===== src/rtl/rmd_pkg.sv =====
package rmd_pkg;
    parameter int ADDR_W   = 16;
    parameter int QUAD_W   = 2;
    parameter int PAGE_W   = 7;
    parameter int N_WIN    = 2;
    parameter int REG_QUAD = 1;
    parameter int HI_QUAD  = 3;

    localparam int WIN_LO = 0;
    localparam int WIN_HI = 1;

    typedef struct packed {
        logic              rom;
        logic              ram;
        logic              regp;
        logic [PAGE_W-1:0] page;
    } sel_t;

    localparam sel_t SEL_IDLE = '{rom: 1'b0, ram: 1'b0, regp: 1'b0, page: '0};
endpackage


===== src/rtl/rmd_window_hit.sv =====
module rmd_window_hit
    import rmd_pkg::*;
#(
    parameter int QW = QUAD_W
) (
    input  logic [QW-1:0] addr_quad,
    input  logic [QW-1:0] win_quad,
    input  logic          win_off,
    input  logic          all_off,
    output logic          mapped,
    output logic          live
);
    // mapped: window placed on the addressed quadrant; live: also enabled
    always_comb begin
        mapped = (addr_quad == win_quad);
        live   = mapped && !win_off && !all_off;
    end
endmodule


===== src/rtl/rmd_select.sv =====
module rmd_select
    import rmd_pkg::*;
(
    input  logic              rd,
    input  logic              wr,
    input  logic              regpg_en,
    input  logic [QUAD_W-1:0] addr_quad,
    input  logic [N_WIN-1:0]  win_live,
    input  logic [PAGE_W-1:0] lo_page,
    input  logic [PAGE_W-1:0] hi_page,
    output sel_t              sel
);
    localparam logic [QUAD_W-1:0] REGQ = QUAD_W'(REG_QUAD);

    logic access;
    logic in_regwin;

    always_comb begin
        access    = rd ^ wr;
        in_regwin = regpg_en && (addr_quad == REGQ);
        sel       = SEL_IDLE;
        if (!access) begin
            sel = SEL_IDLE;
        end else if (in_regwin) begin
            // register page shadows everything, no write-through either way
            sel.regp = 1'b1;
        end else if (wr) begin
            // write-through: ROM-mapped or not, the RAM takes the write
            sel.ram = 1'b1;
        end else if (win_live[WIN_LO]) begin
            sel.rom  = 1'b1;
            sel.page = lo_page;
        end else if (win_live[WIN_HI]) begin
            sel.rom  = 1'b1;
            sel.page = hi_page;
        end else begin
            sel.ram = 1'b1;
        end
    end
endmodule


===== src/rtl/reloc_rom_decoder.sv =====
module reloc_rom_decoder
    import rmd_pkg::*;
(
    input  logic              clk,
    input  logic              rst_n,
    input  logic [15:0]       cpu_addr,
    input  logic              cpu_rd,
    input  logic              cpu_wr,
    input  logic [1:0]        lo_win_quad,
    input  logic [6:0]        lo_rom_page,
    input  logic [6:0]        hi_rom_page,
    input  logic              lo_rom_off,
    input  logic              hi_rom_off,
    input  logic              ext_rom_off,
    input  logic              regpg_en,
    output logic              rom_sel,
    output logic              ram_sel,
    output logic              reg_sel,
    output logic [6:0]        rom_page
);
    localparam logic [QUAD_W-1:0] HIQ = QUAD_W'(HI_QUAD);

    logic [QUAD_W-1:0] addr_quad;
    logic [QUAD_W-1:0] win_quad [N_WIN];
    logic [N_WIN-1:0]  win_off;
    logic [N_WIN-1:0]  win_mapped;
    logic [N_WIN-1:0]  win_live;
    sel_t              sel_n;
    sel_t              state_d;
    sel_t              state_q;

    always_comb begin
        addr_quad        = cpu_addr[ADDR_W-1 -: QUAD_W];
        win_quad[WIN_LO] = lo_win_quad;
        win_quad[WIN_HI] = HIQ;
        win_off          = '0;
        win_off[WIN_LO]  = lo_rom_off;
        win_off[WIN_HI]  = hi_rom_off;
    end

    for (genvar w = 0; w < N_WIN; w++) begin : g_win
        rmd_window_hit #(.QW(QUAD_W)) u_hit (
            .addr_quad (addr_quad),
            .win_quad  (win_quad[w]),
            .win_off   (win_off[w]),
            .all_off   (ext_rom_off),
            .mapped    (win_mapped[w]),
            .live      (win_live[w])
        );
    end

    rmd_select u_sel (
        .rd        (cpu_rd),
        .wr        (cpu_wr),
        .regpg_en  (regpg_en),
        .addr_quad (addr_quad),
        .win_live  (win_live),
        .lo_page   (lo_rom_page),
        .hi_page   (hi_rom_page),
        .sel       (sel_n)
    );

    always_comb begin
        state_d = sel_n;
    end

    always_ff @(posedge clk or negedge rst_n) begin
        if (!rst_n) state_q <= SEL_IDLE;
        else        state_q <= state_d;
    end

    always_comb begin
        rom_sel  = state_q.rom;
        ram_sel  = state_q.ram;
        reg_sel  = state_q.regp;
        rom_page = state_q.page;
    end

    logic unused_mapped;
    always_comb unused_mapped = ^win_mapped;
endmodule


===== config.mk =====
export PLATFORM = sky130hd
export DESIGN_NAME = reloc_rom_decoder
export DESIGN_NICKNAME = d
export VERILOG_FILES = /design/src/rtl/rmd_pkg.sv /design/src/rtl/rmd_window_hit.sv /design/src/rtl/rmd_select.sv /design/src/rtl/reloc_rom_decoder.sv
export SDC_FILE = /design/constraint.sdc
export NUM_CORES = 1
export LEC_CHECK = 0
export BUFFER_PORTS_ARGS = -buffer_cell sky130_fd_sc_hd__buf_2
export CORE_ASPECT_RATIO = 0.8
export CORE_MARGIN = 2
export CORE_UTILIZATION = 30
export DETAILED_ROUTE_END_ITERATION = 10
export PLACE_DENSITY = 0.67
export SETUP_SLACK_MARGIN = 0.1
export SLEW_MARGIN = 20
export SYNTH_ARGS = -nofsm -noshare
export SYNTH_HDL_FRONTEND = slang
export SYNTH_SLANG_ARGS = --single-unit

===== constraint.sdc =====
create_clock -name clk -period 0.8 [get_ports clk]
set_input_delay 0.08 -clock clk [delete_from_list [all_inputs] [get_ports clk]]
set_output_delay 0.08 -clock clk [all_outputs]
set_load 0.01 [all_outputs]

==> results of run 1 <==
[through the flow]
step / hold WS, ns / std cells
CTS: 0.0792 / 110
detailed placement: -0.0493 / 106
global route: 0.0798 / 111
global placement: -0.0508 / 106
floorplan: -0.216 / 46
finish: 0.0800 / 111
[worst min-delay path, stage by stage]
cell	delay, ns
buf_2	0.10
nand4_1	0.05
mux2i_1	0.06
[repair_timing]
action / 4_1_cts / 5_1_grt
cloned: 0 / 1
gates resized for setup: 3 / 3
pin swaps: 0 / 1
hold buffers: 1 / 0
endpoints found under the hold margin: 10 / 0
setup endpoints to repair: 19 / 19
[registers in the layout, indices dropped and copies added (netlist names)]
| register | flops |
|---|---|
| rom_page | 7 |
| rom_sel | 1 |
| reg_sel | 1 |
| ram_sel | 1 |
[where the power goes]
| part | switching (mW) | internal (mW) |
|---|---|---|
| clock | 0.148 | 0.172 |
| sequential | 0.00240 | 0.517 |
| combinational | 0.108 | 0.128 |
[per-layer routing]
layer | GRT usage, % | up-vias | wire (µm)
met5 | 0 | - | 0
li1 | - | 262 | -
met3 | 3.28 | 2 | 129
met2 | 30.6 | 25 | 662
met4 | 8.11 | 0 | 20
met1 | 13.9 | 248 | 502
[cell type report]
| cell class | instances | area (µm²) | share of cell area (%) |
|---|---|---|---|
| tap | 22 | 27.5 | 3.19 |
| timing repair buffer | 43 | 270 | 31.3 |
| sequential | 10 | 250 | 29.0 |
| multi-input combinational | 33 | 292 | 33.8 |
| clock buffer | 3 | 22.5 | 2.61 |
[logic make-up after synthesis]
kind of cell | count (synthesis) | share of synthesized area (%)
flops | 10 | 48.1
xor+xnor | 3 | 5.05
mux | 7 | 13.5
compound gates | 2 | 2.88
buf+inv | 3 | 2.40
simple gates | 21 | 28.1
[placed cells by master (no fill, tap or decap), types with 2 or more instances in the layout]
cell / n
nand3_1: 7
nand3b_1: 2
buf_12: 2
clkbuf_4: 3
dfrtp_1: 10
buf_2: 35
nand4_1: 7
buf_4: 4
mux2i_1: 7
[worst max-delay path by stage]
stage | from | to | slack [ns]
floorplan | cpu_addr[15] | ram_sel | -0.26
global placement | cpu_addr[15] | rom_page[3] | -0.28
detailed placement | cpu_addr[15] | rom_page[2] | -0.32
CTS | rom_page[5] | rom_page[5] | -0.03
global route | cpu_addr[14] | rom_page[2] | -0.07
finish | rom_page[4] | rom_page[4] | -0.02
==> key figures, run 1 <==
Logic synthesis
  – Number of synthesized flops with an enable pin: 0
  – Yosys warns: 0
  – Yosys cell types: 16
  – Mapped Nets: 86
  – Ys flop type: dfrtp_1
  – Gate count of the mapped netlist: 46
  – Synthesized area: approximately 520 µm²
  – Post-synth ARST share: 100%
  – Avg Inst Size Synth: roughly 11 µm²
  – Post-synthesis sequential area ratio: between 40% and 50%
  – Synth cell count leaders: dfrtp_1, mux2i_1, nand3_1, nand4_1
  – Cell with the most instances after synthesis: dfrtp_1
  – Synth top area cells: dfrtp_1, mux2i_1, nand4_1
  – Post-synth top area share: just under 50%
  – Area leader, netlist: dfrtp_1
  – Yosys reg bits: 10

Clock network
  – Clock Path Buffers: 2
  – Clock Pin Slew Worst Setup and Hold Paths: roughly 0.06 ns
  – Setup Buffers After CTS: 0
  – Number of CTS-inserted buffers: 3
  – Root buf cell: clkbuf_4
  – Clk sink count: 10
  – # H-tree levels: 1
  – CTS tree: yes

Pwr
  – Power Total: about 1.1 mW
  – PD cells: 1250 mW/mm²
  – Leak: 0.435 nW
  – VDD IR-drop max: 0.000407 V

Critical path
  – Worst Path Required: 0.72 ns
  – Slowest cell on crit path: dfrtp_1
  – Cell family with most CP delay: flip-flops
  – Worst Path Arrival: 0.74 ns
  – Startpoint Class: flip-flop
  – CP Buf/Inv Count: 1
  – Worst path max stage delay: 0.36 ns
  – Worst Path Class, Setup: reg2out
  – Crit path cell chain: buf_2
  – Worst-path maximum fanout: 1
  – CP Depth: 1
  – Setup crit end kind: output port

Route
  – Initial DRC count: 0
  – Final WL: 1310 µm
  – Wire length per cell: 11.8 µm
  – DRC Markers: 0
  – Vias per cell: 4.84
  – Final ANT Viol Nets: 0
  – Vias: approximately 540
  – Pre-antenna DRT Iters: 1

Global route
  – Largest net degree at the start of global routing: 19
  – All-Layer GR Usage: between 10 and 15%
  – GRT Residual Overflow: 0
  – Vias in the first global route: 550
  – Initial antenna violation count: 0
  – First-pass GRT wire length: 2170 µm

Cells and area
  – Fin nets: around 130
  – Final Cell Area: 862 µm²
  – Ant diodes: 0
  – Final core occ: between 50% and 60%
  – Share of cells above drive strength 1: a little over half
  – Fill cell count: approximately 150
  – Area grow syn2layout: 65.6%

Floorplan
  – Num ports: 50
  – Row cnt: 13
  – Die Y-Extent: roughly 41 µm
  – CORE AREA: between 0.0015 and 0.002 mm²
  – DIE AREA: roughly 0.0021 mm²
  – Starting Density: a little under a third
  – Die Wd: 50.6 µm

Worst hold path
  – Hold Startpoint: hi_rom_page[0]
  – Hold Crit Depth: 3
  – Worst hold-check path type: in2reg
  – WHS Endpoint: rom_page[0]

STA
  – Worst setup margin: -0.0239 ns
  – Slew HR: 82.3%
  – Setup TNS: -0.213 ns
  – Worst slew pin tran: roughly 0.26 ns
  – Max frequency: 1210 MHz
  – Max-slew violations: 0
  – RSZ-0062 raised after global routing: yes
  – Final Setup Violations: 15
  – Fin. Hold Viols: 0
  – Tmin final: between 0.8 and 0.9 ns
  – Tcrit/Tclk final: 103%

Placed design
  – Detailed Place HPWL: ~980 µm
  – IO buf count: 35
  – GP Congestion: between 0.7 and 0.8
  – Placed Area: 800 µm²
  – Post-place setup slack: -0.325 ns

Flow run
  – Max Cap Viol: 0

Run status
  – Failing checks: negative setup slack
  – Status: finished, violations left
No activity file was read; power rests on OpenSTA's default activity.
==> run 2: changes to the inputs <==
--- a/config.mk
+++ b/config.mk
@@ -6,7 +6,6 @@
 export NUM_CORES = 1
 export LEC_CHECK = 0
 export BUFFER_PORTS_ARGS = -buffer_cell sky130_fd_sc_hd__buf_2
-export CORE_ASPECT_RATIO = 0.8
 export CORE_MARGIN = 2
 export CORE_UTILIZATION = 30
 export DETAILED_ROUTE_END_ITERATION = 10
==> run 2 against run 1 <==
Net effect: core utilization fell by 0.49 points; worst hold slack got worse by 0.020 ns; sequential share of layout area fell by 0.50 points; cell count fell by 2.7%; setup slack got worse by 0.023 ns; maximum frequency fell by 2.7%; total power rose by 13%; combinational power rose by 3%; routed wire length rose by 5.3%; clock power rose by 41%; largest power group unchanged; first-iteration DRC count rose by 11; global-route usage rose by 0.62 points; the flow still finishes with violations (negative setup slack).
==> key figures, run 2 (synthesis results as in run 1) <==
Pwr
  – Psw: between 0.2 and 0.3 mW
  – P_int: between 0.9 and 1 mW
  – Power Total: roughly 1.2 mW
  – Net Sw Frac: between 20% and 30%
  – Clock network power share: 37.2%
  – Sequential share of power: 42.8%
  – VDD IR-drop max: roughly 0.00064 V
  – PD cells: ~1400 mW/mm²
  – Leak: 0.445 nW
  – Comb pwr share: about a fifth

Floorplan
  – DIE AREA: roughly 0.0021 mm²
  – CORE AREA: between 0.0015 and 0.002 mm²
  – Num ports: 50
  – Starting Density: 31.2%
  – Die Wd: around 46 µm
  – Die Y-Extent: 45.7 µm
  – Row cnt: 15

Global route
  – All-Layer GR Usage: approximately 15%
  – Largest net degree at the start of global routing: 16
  – Vias in the first global route: between 500 and 600
  – First-pass GRT wire length: ~2200 µm
  – GRT Residual Overflow: 0
  – Initial antenna violation count: 0

Clock network
  – # H-tree levels: 1
  – Clock Pin Slew Worst Setup and Hold Paths: around 0.07 ns
  – Setup Buffers After CTS: 0
  – Number of CTS-inserted buffers: 3
  – CTS tree: yes
  – Clk sink count: 10
  – Root buf cell: clkbuf_4
  – Clock Path Buffers: 2

Worst hold path
  – Hold Crit Depth: 3
  – Worst hold-check path type: in2reg
  – WHS Endpoint: rom_page[2]
  – Hold Startpoint: lo_rom_page[2]

Placed design
  – IO buf count: 35
  – GP Congestion: between 0.7 and 0.8
  – Post-place setup slack: -0.322 ns

Critical path
  – Setup crit end kind: flip-flop
  – Worst Path Class, Setup: in2reg
  – Worst Path Arrival: just over 1 ns
  – Worst-path maximum fanout: 9
  – Worst Path Required: between 0.9 and 1 ns
  – Startpoint Class: input port

STA
  – Final Setup Violations: 11
  – Slew HR: ~83%
  – Setup TNS: -0.369 ns
  – Max frequency: 1180 MHz
  – Worst hold slack: approximately 0.06 ns
  – Tmin final: 0.847 ns
  – RSZ-0062 raised after global routing: yes
  – Tcrit/Tclk final: 106%
  – Worst slew pin tran: 0.255 ns
  – Max-slew violations: 0
  – Worst setup margin: -0.0466 ns
  – Fin. Hold Viols: 0

Route
  – Wire length per cell: 12.8 µm
  – Final WL: between 1000 and 1500 µm
  – Vias per cell: between 5 and 6
  – Vias: 551
  – Pre-antenna DRT Iters: 4
  – Initial DRC count: 11
  – Final ANT Viol Nets: 0
  – DRC Markers: 0

Cells and area
  – Most common cell after layout, fill and taps aside: buf_2
  – Area grow syn2layout: 68.5%
  – Fin nets: between 100 and 150
  – Share of cells above drive strength 1: between 50 and 60%
  – Ant diodes: 0
  – Max reg flops: 7
  – Most frequent cells in the layout: buf_2, dfrtp_1, nand4_1, nand3_1, mux2i_1
  – Final core occ: a little over half

Run status
  – Status: finished, violations left
  – Failing checks: negative setup slack

Flow run
  – Max Cap Viol: 0
## run 2: cell types whose count changed in the layout (fill, tap and decap cells not counted), sizes merged
cell / previous run / this run
buf: 42 / 43
clkbuf: 3 / 4
## run 2: how the worst max path moves through the flow
stage | start | end | slack (ns) | cells past startpoint
2_1_floorplan | cpu_addr[15] | ram_sel | -0.26 | 3
3_3_place_gp | cpu_addr[15] | rom_page[1] | -0.28 | 5
3_5_place_dp | cpu_addr[15] | rom_page[1] | -0.32 | 5
4_1_cts | rom_page[0] | rom_page[0] | -0.06 | 1
5_1_grt | rom_page[3] | rom_page[3] | -0.07 | 1
6_report | cpu_addr[15] | rom_page[1] | -0.05 | 5
## run 2: metrics by stage
stage / area [µm²] / std cells
finish: 877 / 108
global route: 877 / 108
CTS: 845 / 107
detailed placement: 788 / 102
global placement: 788 / 102
floorplan: 549 / 46
## run 2: area by class of cell
cell class | count | area, µm²
clock buffers | 4 | 36.3
fillers | 161 | 793
multi-input cells | 33 | 292
repair buffers | 44 | 278
flip-flops and latches | 10 | 250
well taps | 17 | 21.3
## run 2: critical path, stage by stage
cell	delay, ns
buf_8	0.11
xor2_4	0.17
nor4_4	0.26
buf_12	0.17
mux2i_1	0.23
## run 2: what timing repair did
action,CTS,global route
endpoints found under the hold margin,10,0
resized for setup,3,8
pin swaps,1,3
endpoints found under the setup margin,19,19
cloned,0,1
hold buffers,1,0
## run 2: per-layer routing
layer / wire, µm / global-route usage, % / vias up
met2: 652 / 25.1 / 37
met3: 168 / 1.98 / 2
met5: 0 / 0 / -
li1: - / - / 263
met4: 12 / 10.6 / 0
met1: 549 / 18.0 / 249
## run 2: power groups by stage
stage                     Clock [mW]  Sequential, mW  Combinational, mW
after global routing           0.486           0.520              0.266
final                          0.451           0.518              0.243
after CTS                      0.472           0.518              0.227
after global placement             0           0.528              0.215
after detailed placement           0           0.528              0.218
after floorplan                    0           0.536             0.0829
==> run 3: changes to the inputs <==
--- a/config.mk
+++ b/config.mk
@@ -5,11 +5,13 @@
 export SDC_FILE = /design/constraint.sdc
 export NUM_CORES = 1
 export LEC_CHECK = 0
+export ABC_CLOCK_PERIOD_IN_PS = 800
 export BUFFER_PORTS_ARGS = -buffer_cell sky130_fd_sc_hd__buf_2
 export CORE_MARGIN = 2
 export CORE_UTILIZATION = 30
 export DETAILED_ROUTE_END_ITERATION = 10
-export PLACE_DENSITY = 0.67
+export MAX_ROUTING_LAYER = met4
+export PLACE_DENSITY = 0.68
 export SETUP_SLACK_MARGIN = 0.1
 export SLEW_MARGIN = 20
 export SYNTH_ARGS = -nofsm -noshare
==> run 3 against run 2 <==
Net effect: the flow still finishes with violations (negative setup slack); clock power barely moved; core utilization fell by 1.5 points; sequential share of layout area rose by 0.84 points; sequential power barely moved; global-route usage fell by 1.3 points; critical path depth fell by 4; critical endpoint is now rom_page[3]; largest power group unchanged.
==> key figures, run 3 (synthesis results as in run 1) <==
Placed design
  – GP Congestion: between 0.7 and 0.8
  – IO buf count: 35
  – Inst Count DP: 101
  – Detailed Place HPWL: 912 µm

STA
  – Worst hold slack: 0.0633 ns
  – Slew HR: 82.5%
  – Worst setup margin: -0.0409 ns
  – Max frequency: ~1200 MHz
  – Worst slew pin tran: approximately 0.26 ns
  – Final Setup Violations: 10
  – Tcrit/Tclk final: 105%
  – Tmin final: around 0.84 ns
  – RSZ-0062 raised after global routing: yes
  – Fin. Hold Viols: 0
  – Max-slew violations: 0

Floorplan
  – DIE AREA: 0.00208 mm²
  – Starting Density: between 30% and 40%
  – Row cnt: 15
  – Die Wd: roughly 46 µm
  – Die Y-Extent: 45.7 µm
  – Num ports: 50
  – CORE AREA: approximately 0.0017 mm²

Global route
  – Initial antenna violation count: 0
  – Vias in the first global route: roughly 470
  – GRT Residual Overflow: 0
  – First-pass GRT wire length: 1980 µm
  – All-Layer GR Usage: 13.9%
  – Largest net degree at the start of global routing: 19

Pwr
  – Psw: roughly 0.28 mW
  – Clock network power share: roughly 38%
  – Sequential share of power: 43.3%
  – P_int: about 0.9 mW
  – Net Sw Frac: a little under a quarter
  – Leak: ~0.43 nW
  – Comb pwr share: about a fifth
  – VDD IR-drop max: roughly 0.00055 V
  – PD cells: around 1400 mW/mm²

Clock network
  – CTS tree: yes
  – Clock Pin Slew Worst Setup and Hold Paths: 0.07 ns
  – Clk sink count: 10
  – Number of CTS-inserted buffers: 3
  – # H-tree levels: 1
  – Clock Path Buffers: 2
  – Root buf cell: clkbuf_4
  – Setup Buffers After CTS: 0

Cells and area
  – Post-Layout Cell Count: ~110
  – Most common cell after layout, fill and taps aside: buf_2
  – Area grow syn2layout: 63.7%
  – Fin nets: 130
  – Share of cells above drive strength 1: a little over half
  – Most frequent cells in the layout: buf_2, dfrtp_1, nand4_1, nand3_1, mux2i_1
  – Ant diodes: 0
  – Max reg flops: 7

Critical path
  – Worst Path Class, Setup: reg2out
  – CP Depth: 1
  – Worst Path Arrival: 0.76 ns
  – Cell family with most CP delay: flip-flops
  – Setup crit end kind: output port
  – Worst path max stage delay: ~0.37 ns
  – Worst Path Required: slightly above 0.7 ns
  – Crit path cell chain: buf_2
  – CP Buf/Inv Count: 1
  – Startpoint Class: flip-flop
  – Slowest cell on crit path: dfrtp_1
  – Worst-path maximum fanout: 1

Route
  – Routed wl met2: approximately 600 µm
  – Vias: roughly 520
  – Met3 WL: between 100 and 150 µm
  – Initial DRC count: 21
  – Final ANT Viol Nets: 0
  – Final WL: between 1000 and 1500 µm
  – Pre-antenna DRT Iters: 4
  – DRC Markers: 0
  – Wire length per cell: around 12 µm
  – Vias per cell: 4.90
  – Top Metal Used: met4
  – Met1 Wirelength: about 500 µm

Flow run
  – Max Cap Viol: 0

Run status
  – Status: finished, violations left
  – Failing checks: negative setup slack

Worst hold path
  – Hold Crit Depth: 3
  – Worst hold-check path type: in2reg
==> run 3: cell count changes in the layout (fill, tap and decap cells not counted) <==
cell,change
buf_12,+1
nor4bb_1,+1
buf_6,-2
o21ai_1,-1
buf_4,-1
nor4bb_4,-1
o21ai_0,+1
==> run 3: final timing paths <==
check	from	to	slack [ns]
max in group asynchronous	rst_n	rom_page[5]	0.41
worst min-delay path	hi_rom_page[0]	rom_page[0]	0.06
worst max-delay path	rom_page[3]	rom_page[3]	-0.04
min in group asynchronous	rst_n	rom_page[1]	0.21
==> run 3: metrics by stage <==
stage	area (µm²)	power (mW)	TNS (ns)	setup WS [ns]	util (%)
2_1_floorplan	549	0.618	-2.33	-0.264	-
3_3_place_gp	793	0.746	-2.41	-0.277	47.5
3_5_place_dp	793	0.748	-2.63	-0.325	47.5
4_1_cts	852	1.21	-0.413	-0.0536	51.0
5_1_grt	852	1.25	-0.909	-0.0818	51.0
6_report	852	1.20	-0.306	-0.0409	51.0
==> run 3: cell type report <==
| cell class | instances | area, µm² |
|---|---|---|
| repair buffers | 42 | 268 |
| multi-input cells | 33 | 277 |
| flip-flops and latches | 10 | 250 |
| clock buffers | 4 | 36.3 |
| fillers | 153 | 818 |
| well taps | 17 | 21.3 |
==> run 3: per-layer routing <==
metal  vias up  global-route usage, %
met5         -                      -
met2        29                   21.7
met4         0                   10.6
met1       226                   16.2
li1        262                      -
met3         2                   1.19
==> run 3: power by group through the flow <==
stage	combinational, mW	sequential [mW]	clock (mW)
finish	0.228	0.519	0.451
global route	0.252	0.520	0.483
CTS	0.230	0.519	0.463
detailed placement	0.219	0.528	0
global placement	0.218	0.528	0
floorplan	0.0829	0.536	0
==> run 3: what timing repair did <==
item / 4_1_cts / 5_1_grt
gates resized for setup: 4 / 0
hold endpoints to repair: 10 / 0
endpoints found under the setup margin: 19 / 19
hold buffers: 1 / 0
